### src/rtl/ecc_pkg.sv
package ecc_pkg;
  typedef struct packed {
    logic mute_rx;
    logic mute_tx;
    logic bypass;
    logic adapt_off;
  } ecc_mode_t;

  localparam ecc_mode_t MODE_AT_RESET = '{mute_rx: 1'b0, mute_tx: 1'b0,
                                          bypass: 1'b1, adapt_off: 1'b0};
endpackage

### src/rtl/ecc_mode_reg.sv
module ecc_mode_reg
  import ecc_pkg::*;
(
  input  logic      clk,
  input  logic      rst_n,
  input  logic      advance,
  input  ecc_mode_t ctl_in,
  output ecc_mode_t mode_q,
  output logic      clear_done
);
  always_ff @(posedge clk) begin
    if (!rst_n) begin
      mode_q     <= MODE_AT_RESET;
      clear_done <= 1'b0;
    end else if (advance) begin
      mode_q     <= ctl_in;
      clear_done <= mode_q.bypass;
    end
  end


  clear_flag_chk: assert property (@(posedge clk) disable iff (!rst_n)
    advance && mode_q.bypass |=> clear_done);


  mode_hold_chk: assert property (@(posedge clk) disable iff (!rst_n)
    !advance |=> $stable(mode_q));
endmodule

### src/rtl/ecc_delay_line.sv
module ecc_delay_line #(
  parameter int W     = 8,
  parameter int DEPTH = 3
) (
  input  logic                      clk,
  input  logic                      rst_n,
  input  logic                      shift,
  input  logic [W-1:0]              din,
  output logic [DEPTH-1:0][W-1:0]   taps
);
  for (genvar i = 0; i < DEPTH; i++) begin : g_stage
    always_ff @(posedge clk) begin
      if (!rst_n)
        taps[i] <= '0;
      else if (shift) begin
        if (i == 0) taps[i] <= din;
        else        taps[i] <= taps[(i == 0) ? 0 : i-1];
      end
    end
  end


  hist_hold_chk: assert property (@(posedge clk) disable iff (!rst_n)
    !shift |=> $stable(taps));
endmodule

### src/rtl/ecc_filter_stub.sv
module ecc_filter_stub #(
  parameter int W     = 8,
  parameter int CW    = 8,
  parameter int TAPS  = 2,
  parameter int SHIFT = 4
) (
  input  logic                    clk,
  input  logic                    rst_n,
  input  logic                    step,
  input  logic                    clear,
  input  logic                    freeze,
  input  logic [TAPS-1:0][W-1:0]  refs,
  input  logic [W-1:0]            near,
  output logic [W-1:0]            err
);
  localparam int ACC_W = W + CW + $clog2(TAPS) + 1;
  localparam logic signed [ACC_W-1:0] E_MAX = (ACC_W)'((2 ** (W-1)) - 1);
  localparam logic signed [ACC_W-1:0] E_MIN = -E_MAX - (ACC_W)'(1);
  localparam logic signed [CW:0]      C_MAX = (CW+1)'((2 ** (CW-1)) - 1);
  localparam logic signed [CW:0]      C_MIN = -C_MAX - (CW+1)'(1);

  logic signed [CW-1:0]   coef_q [TAPS];
  logic signed [W+CW-1:0] prod   [TAPS];
  logic signed [CW:0]     nxt    [TAPS];
  logic signed [ACC_W-1:0] acc, est, diff;

  function automatic logic signed [1:0] sgn(input logic signed [W-1:0] v);
    if (v == '0)  return 2'sd0;
    else if (v[W-1]) return -2'sd1;
    else          return 2'sd1;
  endfunction

  always_comb begin
    acc = '0;
    for (int i = 0; i < TAPS; i++) begin
      prod[i] = coef_q[i] * $signed(refs[i]);
      acc     = acc + (ACC_W)'(prod[i]);
    end
    est  = acc >>> SHIFT;
    diff = (ACC_W)'($signed(near)) - est;
    if (diff > E_MAX)      err = E_MAX[W-1:0];
    else if (diff < E_MIN) err = E_MIN[W-1:0];
    else                   err = diff[W-1:0];
  end

  always_comb begin
    for (int i = 0; i < TAPS; i++)
      nxt[i] = (CW+1)'(coef_q[i]) + (CW+1)'(sgn(err) * sgn(refs[i]));
  end

  for (genvar i = 0; i < TAPS; i++) begin : g_coef
    always_ff @(posedge clk) begin
      if (!rst_n)
        coef_q[i] <= '0;
      else if (step) begin
        if (clear)             coef_q[i] <= '0;
        else if (!freeze) begin
          if (nxt[i] > C_MAX)      coef_q[i] <= C_MAX[CW-1:0];
          else if (nxt[i] < C_MIN) coef_q[i] <= C_MIN[CW-1:0];
          else                     coef_q[i] <= nxt[i][CW-1:0];
        end
      end
    end


    coef_clear_chk: assert property (@(posedge clk) disable iff (!rst_n)
      step && clear |=> coef_q[i] == '0);


    coef_freeze_chk: assert property (@(posedge clk) disable iff (!rst_n)
      step && freeze && !clear |=> $stable(coef_q[i]));


    coef_step_chk: assert property (@(posedge clk) disable iff (!rst_n)
      step && !freeze && !clear |=>
        ($signed(coef_q[i]) - $signed($past(coef_q[i])) <= 1) &&
        ($signed($past(coef_q[i])) - $signed(coef_q[i]) <= 1));
  end
endmodule

### src/rtl/ecc_channel_ctrl.sv
module ecc_channel_ctrl
  import ecc_pkg::*;
#(
  parameter int          TAPS      = 2,
  parameter int          COEF_W    = 8,
  parameter int          EST_SHIFT = 4,
  parameter logic [7:0]  QUIET     = 8'hFF
) (
  input  logic       clk,
  input  logic       rst_n,
  input  logic       in_valid,
  output logic       in_ready,
  input  logic [7:0] in_rin,
  input  logic [7:0] in_sin,
  input  logic       mute_rx,
  input  logic       mute_tx,
  input  logic       bypass,
  input  logic       adapt_off,
  output logic       out_valid,
  input  logic       out_ready,
  output logic [7:0] out_rout,
  output logic [7:0] out_sout,
  output logic       clear_done
);
  localparam int W       = 8;
  localparam int R_DEPTH = 2 + TAPS;
  localparam int S_DEPTH = 3;
  localparam int RX_LAT  = 2;
  localparam int BY_LAT  = 2;

  ecc_mode_t                  mode_q, ctl_in;
  logic                       accept;
  logic [R_DEPTH-1:0][W-1:0]  r_taps;
  logic [S_DEPTH-1:0][W-1:0]  s_taps;
  logic [TAPS-1:0][W-1:0]     refs;
  logic [W-1:0]               err;

  assign in_ready = !out_valid || out_ready;
  assign accept   = in_valid && in_ready;
  assign ctl_in   = '{mute_rx: mute_rx, mute_tx: mute_tx,
                      bypass: bypass, adapt_off: adapt_off};

  ecc_mode_reg u_mode (
    .clk, .rst_n, .advance(accept), .ctl_in,
    .mode_q, .clear_done
  );

  ecc_delay_line #(.W(W), .DEPTH(R_DEPTH)) u_rhist (
    .clk, .rst_n, .shift(accept), .din(in_rin), .taps(r_taps)
  );

  ecc_delay_line #(.W(W), .DEPTH(S_DEPTH)) u_shist (
    .clk, .rst_n, .shift(accept), .din(in_sin), .taps(s_taps)
  );

  for (genvar j = 0; j < TAPS; j++) begin : g_ref
    assign refs[j] = r_taps[S_DEPTH-1+j];
  end

  ecc_filter_stub #(.W(W), .CW(COEF_W), .TAPS(TAPS), .SHIFT(EST_SHIFT)) u_filt (
    .clk, .rst_n, .step(accept), .clear(mode_q.bypass),
    .freeze(mode_q.adapt_off), .refs, .near(s_taps[S_DEPTH-1]), .err
  );

  always_ff @(posedge clk) begin
    if (!rst_n) begin
      out_valid <= 1'b0;
      out_rout  <= '0;
      out_sout  <= '0;
    end else if (accept) begin
      out_valid <= 1'b1;
      out_rout  <= mode_q.mute_rx ? QUIET : r_taps[RX_LAT-1];
      if (mode_q.mute_tx)     out_sout <= QUIET;
      else if (mode_q.bypass) out_sout <= s_taps[BY_LAT-1];
      else                    out_sout <= err;
    end else if (out_ready) begin
      out_valid <= 1'b0;
    end
  end


  stall_hold_chk: assert property (@(posedge clk) disable iff (!rst_n)
    out_valid && !out_ready |=> out_valid && $stable(out_rout) && $stable(out_sout));


  mute_rx_chk: assert property (@(posedge clk) disable iff (!rst_n)
    accept && mode_q.mute_rx |=> out_rout == QUIET);


  mute_tx_chk: assert property (@(posedge clk) disable iff (!rst_n)
    accept && mode_q.mute_tx |=> out_sout == QUIET);


  bypass_pass_chk: assert property (@(posedge clk) disable iff (!rst_n)
    accept && mode_q.bypass && !mode_q.mute_tx |=> out_sout == $past(s_taps[BY_LAT-1]));


  rx_delay_chk: assert property (@(posedge clk) disable iff (!rst_n)
    accept && !mode_q.mute_rx |=> out_rout == $past(r_taps[RX_LAT-1]));
endmodule

### config.mk
export PLATFORM = sky130hd
export DESIGN_NAME = ecc_channel_ctrl
export DESIGN_NICKNAME = d
export VERILOG_FILES = /design/src/rtl/ecc_pkg.sv /design/src/rtl/ecc_mode_reg.sv /design/src/rtl/ecc_delay_line.sv /design/src/rtl/ecc_filter_stub.sv /design/src/rtl/ecc_channel_ctrl.sv
export SDC_FILE = /design/constraint.sdc
export NUM_CORES = 1
export LEC_CHECK = 0
export ABC_CLOCK_PERIOD_IN_PS = 20100
export BUFFER_PORTS_ARGS = -buffer_cell sky130_fd_sc_hd__buf_2
export CAP_MARGIN = 20
export CORE_ASPECT_RATIO = 1.1
export CORE_UTILIZATION = 55
export DETAILED_ROUTE_END_ITERATION = 7
export GPL_TIMING_DRIVEN = 0
export PLACE_DENSITY = 0.72
export SLEW_MARGIN = 20
export SYNTH_ARGS = -nofsm -noshare
export SYNTH_HDL_FRONTEND = slang
export SYNTH_SLANG_ARGS = --single-unit
export TNS_END_PERCENT = 100
### constraint.sdc
create_clock -name clk -period 20.1 [get_ports clk]
set_input_delay 4.02 -clock clk [delete_from_list [all_inputs] [get_ports clk]]
set_output_delay 4.02 -clock clk [all_outputs]
set_load 0.005 [all_outputs]
==> reports/metrics.cfg, run 1 <==
[status]
status=completed

[worst_hold_path]
hold_path_depth=2
hp-class=register to register
min-delay-start=u_shist.taps[3]

[routing]
vias=8006
totalWireLength_um=23700
ant_nets=0
first_pass_iters=5
drc=0
viasPerCell=5.26
wl_per_cell_um=15.6
first_iter_violations=459

[yosys]
yosys_warnings=0
synthMuxAreaShare=0.00105
synth_area_leaders=fa_1, dfxtp_1, ha_1, inv_1, nand2_1
synth_top_area_share=0.275
synth_simple_gate_area_share=0.176
ys_ff_latch=94
synthAdderAreaFrac=0.385
syn_nets=1485
syn_inst=1219
yosysMostFrequentCell=inv_1
synth-edff-count=16
synth-compound-area-share=0.119
synth-seq-area-share=0.190
synth_area_per_cell_um2=8.79
synth_ff_type=dfxtp_1
yosys.area.top_type=fa_1
synth_common_cells=inv_1, nand2_1, fa_1, ha_1, dfxtp_1
synthXorXnorAreaFrac=0.0358
synth_cell_type_count=62
synth_top_family_by_area=adder cells
syn-cell-area_um2=10700
async_flop_share=0

[final_layout]
diodes=0
synthToLayoutAreaGrowth_pct=7.69
drive_gt1_frac=0.0603
nNetsFinal=1537
seq_area_um2=2040
n_fill_cell=1716
stdcell_count=1523
multi_input_area_um2=7690

[global_routing]
grt_pass1_vias=8258
grt-ovfl-total=0
globalRouteTotalUtil=0.261
antenna_found_initial=0
grt_pass1_wl_um=40600
grt_max_degree=19

[floorplan]
die_width_um=135
initial_utilization=0.561
die_area_um2=20100
die_height_um=148
core_area_um2=19100
pin_count=43
rows=53

[timing]
post-route-min-period_ns=11.87
finClkSkew_ns=0.00920
tightest_slew_ns=0.938
holdWs_ns=0.462
setup_viol=0
fin_crit_sh=0.591
drv_slew=0
relSlewSlack=0.370
hold_viol_final=0
fmax_mhz=84.2
rsz0062_at_grt=false
tns_ns=0

[cts]
ctsHtreeMaxLevel=3
cts_buffers=9
insertion_delay_ns=0.36
root_buffer=clkbuf_16
cts.clk_slew.worst_paths_ns=0.07
cts_setup_buffers=0
postCtsHoldBufs=0
cts_tree=built
ctsResizeCount=0
cts_buffer_depth=2
cts_num_sinks=94

[critical_path]
cp.required_ns=20.19
max_stage_delay_ns=0.57
crit_fanout=10
critical-path-top-delay-family=adder cells
cpMostUsedCell=fa_1
r2r_cells=40
crit_arrival_ns=11.96
crit_cells=40
cp_num_buf_inv=5
startpoint=u_rhist.taps[24]
timing_worst_setup_path_type=register to register
crit_path_start_kind=register
endpoint_kind=register
slowest_stage=fa_1
timing.rr.start=u_rhist.taps[24]

[power_and_ir_drop]
vdd_drop_max_v=0.0000636
power.share.clock=0.354
p_leak_nw=5.48
p_int_mw=0.351
power_frac_seq=0.407
powerDensity_nw_per_um2=45.0
sw_frac_of_total=0.325
p_sw_mw=0.169
p_comb_frac=0.239

[place]
port_buffers=41
finalWeightedCongestion=0.881
dpl.cell_count=1507
dp_hpwl_um=19700

[job]
cap_viol_max_count=0

power groups by stage:
stage / registers (mW) / clock network, mW / logic [mW]
floorplan: 0.212 / 0 / 0.0924
global placement: 0.215 / 0 / 0.121
detailed placement: 0.215 / 0 / 0.123
CTS: 0.211 / 0.188 / 0.124
global route: 0.213 / 0.194 / 0.139
finish: 0.211 / 0.184 / 0.124
path summary, 6_finish.rpt:
| kind | end | slack [ns] |
|---|---|---|
| min reg2reg | u_shist.taps[11] | 0.46 |
| max reg2reg | u_filt.coef_q[0][0] | 8.23 |
| max | u_filt.coef_q[0][0] | 8.23 |
| min | u_shist.taps[11] | 0.46 |
final cells by class:
class | count | share of cell area
Clock inverter | 7 | 0.00737
Sequential cell | 94 | 0.177
Tap cell | 247 | 0.0268
Multi-Input combinational cell | 862 | 0.666
Timing Repair Buffer | 41 | 0.0178
Inverter | 204 | 0.0663
Buffer | 59 | 0.0194
Clock buffer | 9 | 0.0195
worst min-delay path, stage by stage (launching register included):
cell and delay [ns]:
dfxtp_1 0.31, nand2_1 0.05, a21boi_0 0.06
layer usage:
metal | vias up | GRT usage | part of all wire
met5 | - | 0 | 0
met4 | 0 | 0.0719 | 0.020
met3 | 32 | 0.0242 | 0.037
met2 | 155 | 0.463 | 0.51
met1 | 3880 | 0.338 | 0.43
li1 | 3939 | - | -
per-stage QoR:
step / power [mW] / setup slack, ns / utilization / area, um^2
5_1_grt: 0.546 / 7.47 / 0.604 / 11500
6_report: 0.520 / 8.23 / 0.604 / 11500
4_1_cts: 0.523 / 8.21 / 0.604 / 11500
2_1_floorplan: 0.304 / 10.03 / - / 10700
3_5_place_dp: 0.339 / 8.22 / 0.588 / 11200
3_3_place_gp: 0.336 / 8.39 / 0.588 / 11200
layout by cell type (no fill, tap or decap), types with 10 or more instances in the layout:
master / n
nand3_1: 11
edfxtp_1: 16
buf_2: 42
a21oi_1: 31
nand2b_1: 11
clkbuf_1: 56
nor3_1: 15
and2_1: 69
dfxtp_1: 78
nor2_1: 52
or3_1: 10
xor2_1: 11
o21ai_0: 21
fa_1: 147
ha_1: 95
inv_1: 202
xnor2_1: 31
a21boi_0: 64
nand2_1: 194
sequential cells by signal, indices dropped and copies added (netlist names):
| name | count |
|---|---|
| out_valid | 1 |
| out_rout | 8 |
| u_mode.clear_done | 1 |
| u_shist.taps | 24 |
| u_rhist.taps | 32 |
| u_filt.coef_q | 16 |
| out_sout | 8 |
| u_mode.mode_q | 4 |
logic make-up (layout without fill, tap and decap cells):
kind of cell	after synthesis	in the layout
AO/OA/AOI/OAI	176	176
XOR/XNOR	43	43
adder cells (fa/ha/maj)	242	242
buffers and inverters	263	320
flip-flops	94	94
multiplexers	1	1
AND/OR/NAND/NOR	400	400
(Power assumes the default switching activity.)
==> run 2, diff against run 1 <==
Settings changed: ABC_CLOCK_PERIOD_IN_PS 20100 to 10630, PLACE_DENSITY 0.72 to 0.75.
Clock period 20.1 ns to 10.63 ns, I/O delays scaled along.
==> reports/metrics.cfg, run 2 (same netlist as run 1, synthesis figures left out) <==
[status]
status=completed

[final_layout]
nNetsFinal=1550  ; +0.85%
regMostFlops=u_rhist.taps
final_cell_mix=inv_1, nand2_1, fa_1, ha_1, dfxtp_1
final_core_util=0.624  ; +0.0195
diodes=0  ; unchanged
post-route-cell-area_um2=11900  ; +3.2%
mostFrequentLayoutCell=inv_1
multi_input_area_um2=7880  ; +2.5%
synthToLayoutAreaGrowth_pct=11.2
stdcell_count=1536  ; +0.85%
largestRegisters=u_rhist.taps x32, u_shist.taps x24, u_filt.coef_q x16
n_fill_cell=1628  ; -5.1%
largest_reg_flops=32  ; unchanged
seq_area_um2=2060  ; +0.67%
drive_gt1_frac=0.119  ; +0.0584

[routing]
first_pass_iters=5  ; unchanged
first_iter_violations=343  ; -25%
wl_per_cell_um=16.2  ; +4.0%
totalWireLength_um=24900  ; +4.9%
ant_nets=0  ; unchanged
drc=0  ; unchanged
viasPerCell=5.35  ; +1.8%
vias=8221  ; +2.7%

[cts]
cts.clk_slew.worst_paths_ns=0.08  ; about the same
ctsHtreeMaxLevel=3  ; unchanged
cts_buffer_depth=2  ; unchanged
cts_buffers=9  ; unchanged
insertion_delay_ns=0.36  ; about the same
cts_num_sinks=94  ; unchanged
cts_tree=built
root_buffer=clkbuf_16

[floorplan]
core_area_um2=19100  ; unchanged
die_area_um2=20100  ; unchanged
rows=53  ; unchanged
die_width_um=135  ; unchanged
pin_count=43  ; unchanged
initial_utilization=0.561  ; unchanged
die_height_um=148  ; unchanged

[place]
finalWeightedCongestion=0.897  ; +1.8%
port_buffers=41  ; unchanged
dp_hpwl_um=19700  ; -0.11%
place_area_um2=11200  ; unchanged
dpl.cell_count=1507  ; unchanged

[critical_path]
cp.required_ns=10.72  ; -9.47 ns
rrSetupSlack_ns=0.21  ; -8.02 ns
crit_path_start_kind=register
crit_fanout=6  ; -4
slowest_stage=fa_1
max_stage_delay_ns=0.56  ; about the same
endpoint_kind=register
cpMostUsedCell=fa_1
crit_arrival_ns=10.51  ; -1.45 ns
timing_worst_setup_path_type=register to register

[global_routing]
antenna_found_initial=0  ; unchanged
grt_pass1_vias=8678  ; +5.1%
globalRouteTotalUtil=0.266  ; +0.00499
grt_pass1_wl_um=41500  ; +2.1%
grt_max_degree=20  ; +1
grt-ovfl-total=0  ; unchanged
use_met1=0.319  ; -0.0183
grtUsageMet3=0.0464  ; +0.0222
grt_util_met2=0.467  ; +0.00462
grt_busiest_layer=met2

[timing]
setup_viol=0  ; unchanged
drv_slew=0  ; unchanged
hold_viol_final=0  ; unchanged
post-route-min-period_ns=10.42  ; -1.45 ns
fmax_mhz=96.0  ; +14%
tightest_slew_ns=0.934  ; -0.00379 ns
tns_ns=0  ; unchanged
finClkSkew_ns=0.00799  ; -0.00121 ns
relSlewSlack=0.373  ; +0.00316
fin_crit_sh=0.980  ; +0.390

[power_and_ir_drop]
p_sw_mw=0.344  ; +100%
power.share.clock=0.350  ; -0.004
powerDensity_nw_per_um2=86.6  ; +92%
sw_frac_of_total=0.334  ; +0.00906
p_leak_nw=5.65  ; +3.1%
p_int_mw=0.687  ; +96%
power.total_mw=1.03  ; +99%
power_frac_seq=0.386  ; -0.021
p_comb_frac=0.264  ; +0.025
vdd_drop_max_v=0.0000882  ; +39%

[worst_hold_path]
hp-class=register to register

[job]
cap_viol_max_count=0  ; unchanged

[run 2: cell count changes in the layout (fill, tap and decap cells not counted), moves of 6 or more]
cell / before / now
o21ai_1: 4 / 10
dfxtp_2: 0 / 8
buf_4: 0 / 27
dfxtp_1: 78 / 69
a21oi_1: 31 / 24
a21oi_2: 3 / 10
clkbuf_1: 56 / 41
o21ai_0: 21 / 11
[run 2: final cells by class]
type,instances,share of cell area
Multi-Input combinational cell,862,0.661
Sequential cell,94,0.173
Timing Repair Buffer,67,0.0336
Tap cell,247,0.0259
Clock inverter,7,0.00808
Buffer,46,0.0151
Inverter,204,0.0645
Clock buffer,9,0.0189
[run 2: per-stage QoR]
| step | worst slack (ns) | hold slack, ns |
|---|---|---|
| floorplan | 0.561 | 0.441 |
| global placement | -1.15 | 0.446 |
| detailed placement | -1.23 | 0.456 |
| CTS | 0.0227 | 0.467 |
| global route | -0.0584 | 0.492 |
| finish | 0.210 | 0.464 |
[run 2: critical path: cells and delay by family (launching register included)]
family          cells  cell delay (ns)
fa+ha+maj          10             4.54
compound gates     12             2.49
simple gates       12             1.91
flops               1             0.54
buf+inv             5             0.27
xor+xnor            1             0.20
mux                 1             0.16
[run 2: path summary, 6_finish.rpt]
check                            from             endpoint  cells after the start
setup / recovery  u_filt.coef_q[0][3]  u_filt.coef_q[1][3]                     41
hold / removal        u_shist.taps[1]      u_shist.taps[1]                      2
setup reg to reg  u_filt.coef_q[0][3]  u_filt.coef_q[1][3]                     41
hold reg to reg       u_shist.taps[1]      u_shist.taps[1]                      2
[run 2: power by group through the flow]
stage,sequential (mW),clock [mW],combinational (mW)
3_5_place_dp,0.408,0,0.231
3_3_place_gp,0.408,0,0.229
5_1_grt,0.399,0.374,0.299
2_1_floorplan,0.400,0,0.175
4_1_cts,0.398,0.363,0.259
6_report,0.398,0.361,0.273
[run 2: routing by layer]
metal  up-vias  share of wire
met5         -              0
met4         0          0.034
met3        59          0.052
met2       191           0.50
met1      4003           0.41
li1       3968              -
[run 2: timing repair]
action | 4_1_cts | 5_1_grt
setup buffers | 19 | 7
cloned | 0 | 0
pin swaps | 6 | 19
hold buffers | 0 | 0
endpoints found under the setup margin | 16 | 16
resized for setup | 40 | 34
==> run 3, diff against run 2 <==
Settings changed: CORE_UTILIZATION 55 to 51, PLACE_DENSITY 0.75 to 0.7.
==> reports/metrics.cfg, run 3 (same netlist as run 1, synthesis figures left out) <==
[global_routing]
globalRouteTotalUtil=0.247  ; -0.0190
grt_util_met2=0.439  ; -0.0281
use_met1=0.312  ; -0.00700
antenna_found_initial=0  ; unchanged
grt_pass1_wl_um=41800  ; +0.70%
grt-ovfl-total=0  ; unchanged
grt_max_degree=19  ; -5.0%
grt_pass1_vias=8403  ; -3.2%
grtUsageMet3=0.0290  ; -0.0174
grt_busiest_layer=met2

[floorplan]
core_area_um2=20600  ; +7.7%
rows=55  ; +3.8%
pin_count=43  ; unchanged
die_width_um=140  ; +3.8%
initial_utilization=0.521  ; -0.0403
die_height_um=154  ; +3.8%
die_area_um2=21600  ; +7.7%

[job]
cap_viol_max_count=0  ; unchanged

[timing]
setup_ws_ns=0.288  ; +0.0778 ns
fin_crit_sh=0.973  ; -0.00732
setup_viol=0  ; unchanged
holdWs_ns=0.465  ; +0.000420 ns
fmax_mhz=96.7  ; +0.75%
tightest_slew_ns=1.01  ; +0.0739 ns
hold_viol_final=0  ; unchanged
finClkSkew_ns=0.0100  ; +0.00204 ns
post-route-min-period_ns=10.34  ; -0.0778 ns
drv_slew=0  ; unchanged
relSlewSlack=0.323  ; -0.0496

[critical_path]
rrSetupSlack_ns=0.29  ; +0.08 ns
r2r-end=u_filt.coef_q[1][3]
max_stage_delay_ns=0.55  ; about the same
crit_fanout=6  ; unchanged
timing.rr.start=u_filt.coef_q[0][3]
timing_worst_setup_path_type=register to register
cpMostUsedCell=fa_1
slowest_stage=fa_1
crit_arrival_ns=10.43  ; -0.08 ns
endpoint_kind=register
cp.required_ns=10.72  ; about the same
r2r_cells=41  ; unchanged
crit_path_start_kind=register

[routing]
totalWireLength_um=25000  ; +0.43%
drc=0  ; unchanged
vias=8143  ; -0.95%
wl_per_cell_um=16.1  ; -0.86%
ant_nets=0  ; unchanged
first_pass_iters=5  ; unchanged
viasPerCell=5.23  ; -2.2%
first_iter_violations=316  ; -7.9%

[final_layout]
diodes=0  ; unchanged
post-route-cell-area_um2=12100  ; +1.1%
regMostFlops=u_rhist.taps
final_core_util=0.586  ; -0.0382
nNetsFinal=1561  ; +0.71%
largest_reg_flops=32  ; unchanged
final_cell_mix=inv_1, nand2_1, fa_1, ha_1, dfxtp_1
synthToLayoutAreaGrowth_pct=12.4
largestRegisters=u_rhist.taps x32, u_shist.taps x24, u_filt.coef_q x16
drive_gt1_frac=0.135  ; +0.0167
mostFrequentLayoutCell=inv_1

[power_and_ir_drop]
p_leak_nw=5.72  ; +1.2%
vdd_drop_max_v=0.0000989  ; +12%
powerDensity_nw_per_um2=84.0  ; -3.0%
power.total_mw=1.01  ; -1.9%

[cts]
ctsHtreeMaxLevel=3  ; unchanged
cts_buffers=9  ; unchanged
root_buffer=clkbuf_16
cts_buffer_depth=2  ; unchanged
insertion_delay_ns=0.36  ; about the same
cts_tree=built
cts.clk_slew.worst_paths_ns=0.07  ; about the same
postCtsHoldBufs=0  ; unchanged
cts_num_sinks=94  ; unchanged

[place]
pre_cts_ws_ns=-1.32  ; -0.0942 ns
port_buffers=41  ; unchanged
place_area_um2=11200  ; +0.10%
dp_hpwl_um=19700  ; +0.12%
finalWeightedCongestion=0.911  ; +1.5%

[worst_hold_path]
hp-class=register to register
hold_path_depth=2  ; unchanged
min-delay-start=u_shist.taps[3]
whs_endpoint=u_shist.taps[3]

[status]
status=completed

==> run 3: how the worst max path moves through the flow <==
stage                        start             endpoint  cells after the start
2_1_floorplan     u_rhist.taps[24]  u_filt.coef_q[0][0]                     42
6_report       u_filt.coef_q[0][3]  u_filt.coef_q[1][3]                     41
3_5_place_dp      u_rhist.taps[24]  u_filt.coef_q[0][5]                     38
5_1_grt        u_filt.coef_q[0][3]  u_filt.coef_q[1][3]                     41
4_1_cts        u_filt.coef_q[0][3]  u_filt.coef_q[1][3]                     42
3_3_place_gp      u_rhist.taps[24]  u_filt.coef_q[1][3]                     38
==> run 3: where the power goes <==
| part | total, mW | internal, mW | switching [mW] |
|---|---|---|---|
| Clock | 0.327 | 0.164 | 0.162 |
| Sequential | 0.397 | 0.379 | 0.0180 |
| Combinational | 0.288 | 0.125 | 0.162 |
==> run 3: area by class of cell <==
type / count / area (um^2)
plain buffers: 45 / 176
clock buffers: 9 / 225
clock inverters: 7 / 66.3
fillers: 1811 / 8520
inverters: 204 / 768
multi-input cells: 862 / 7950
flip-flops and latches: 94 / 2060
well taps: 256 / 320
repair buffers: 79 / 490
==> run 3: what timing repair did <==
action / CTS / global route
setup buffers: 22 / 16
pin swaps: 5 / 26
setup endpoints to repair: 16 / 16
endpoints found under the hold margin: 0 / 0
gates resized for setup: 35 / 55
==> run 3: metrics by stage <==
stage | instances | TNS (ns)
floorplan | 1219 | 0
global placement | 1516 | -17.64
detailed placement | 1516 | -18.86
CTS | 1541 | 0
global route | 1556 | -0.468
finish | 1556 | 0
==> run 3: per-layer routing <==
layer	routed length, um	share of wire	vias up
met5	0	0	-
met4	563	0.023	0
met3	932	0.037	38
met2	12900	0.51	164
met1	10600	0.43	3950
li1	-	-	3991
==> run 3: critical path: cells and delay by family, from the launching register on <==
kind	cells	cell delay (ns)
AO/OA/AOI/OAI	12	2.41
buffers and inverters	6	0.55
adder cells (fa/ha/maj)	10	4.60
XOR/XNOR	2	0.39
flip-flops	1	0.51
multiplexers	1	0.28
AND/OR/NAND/NOR	10	1.31
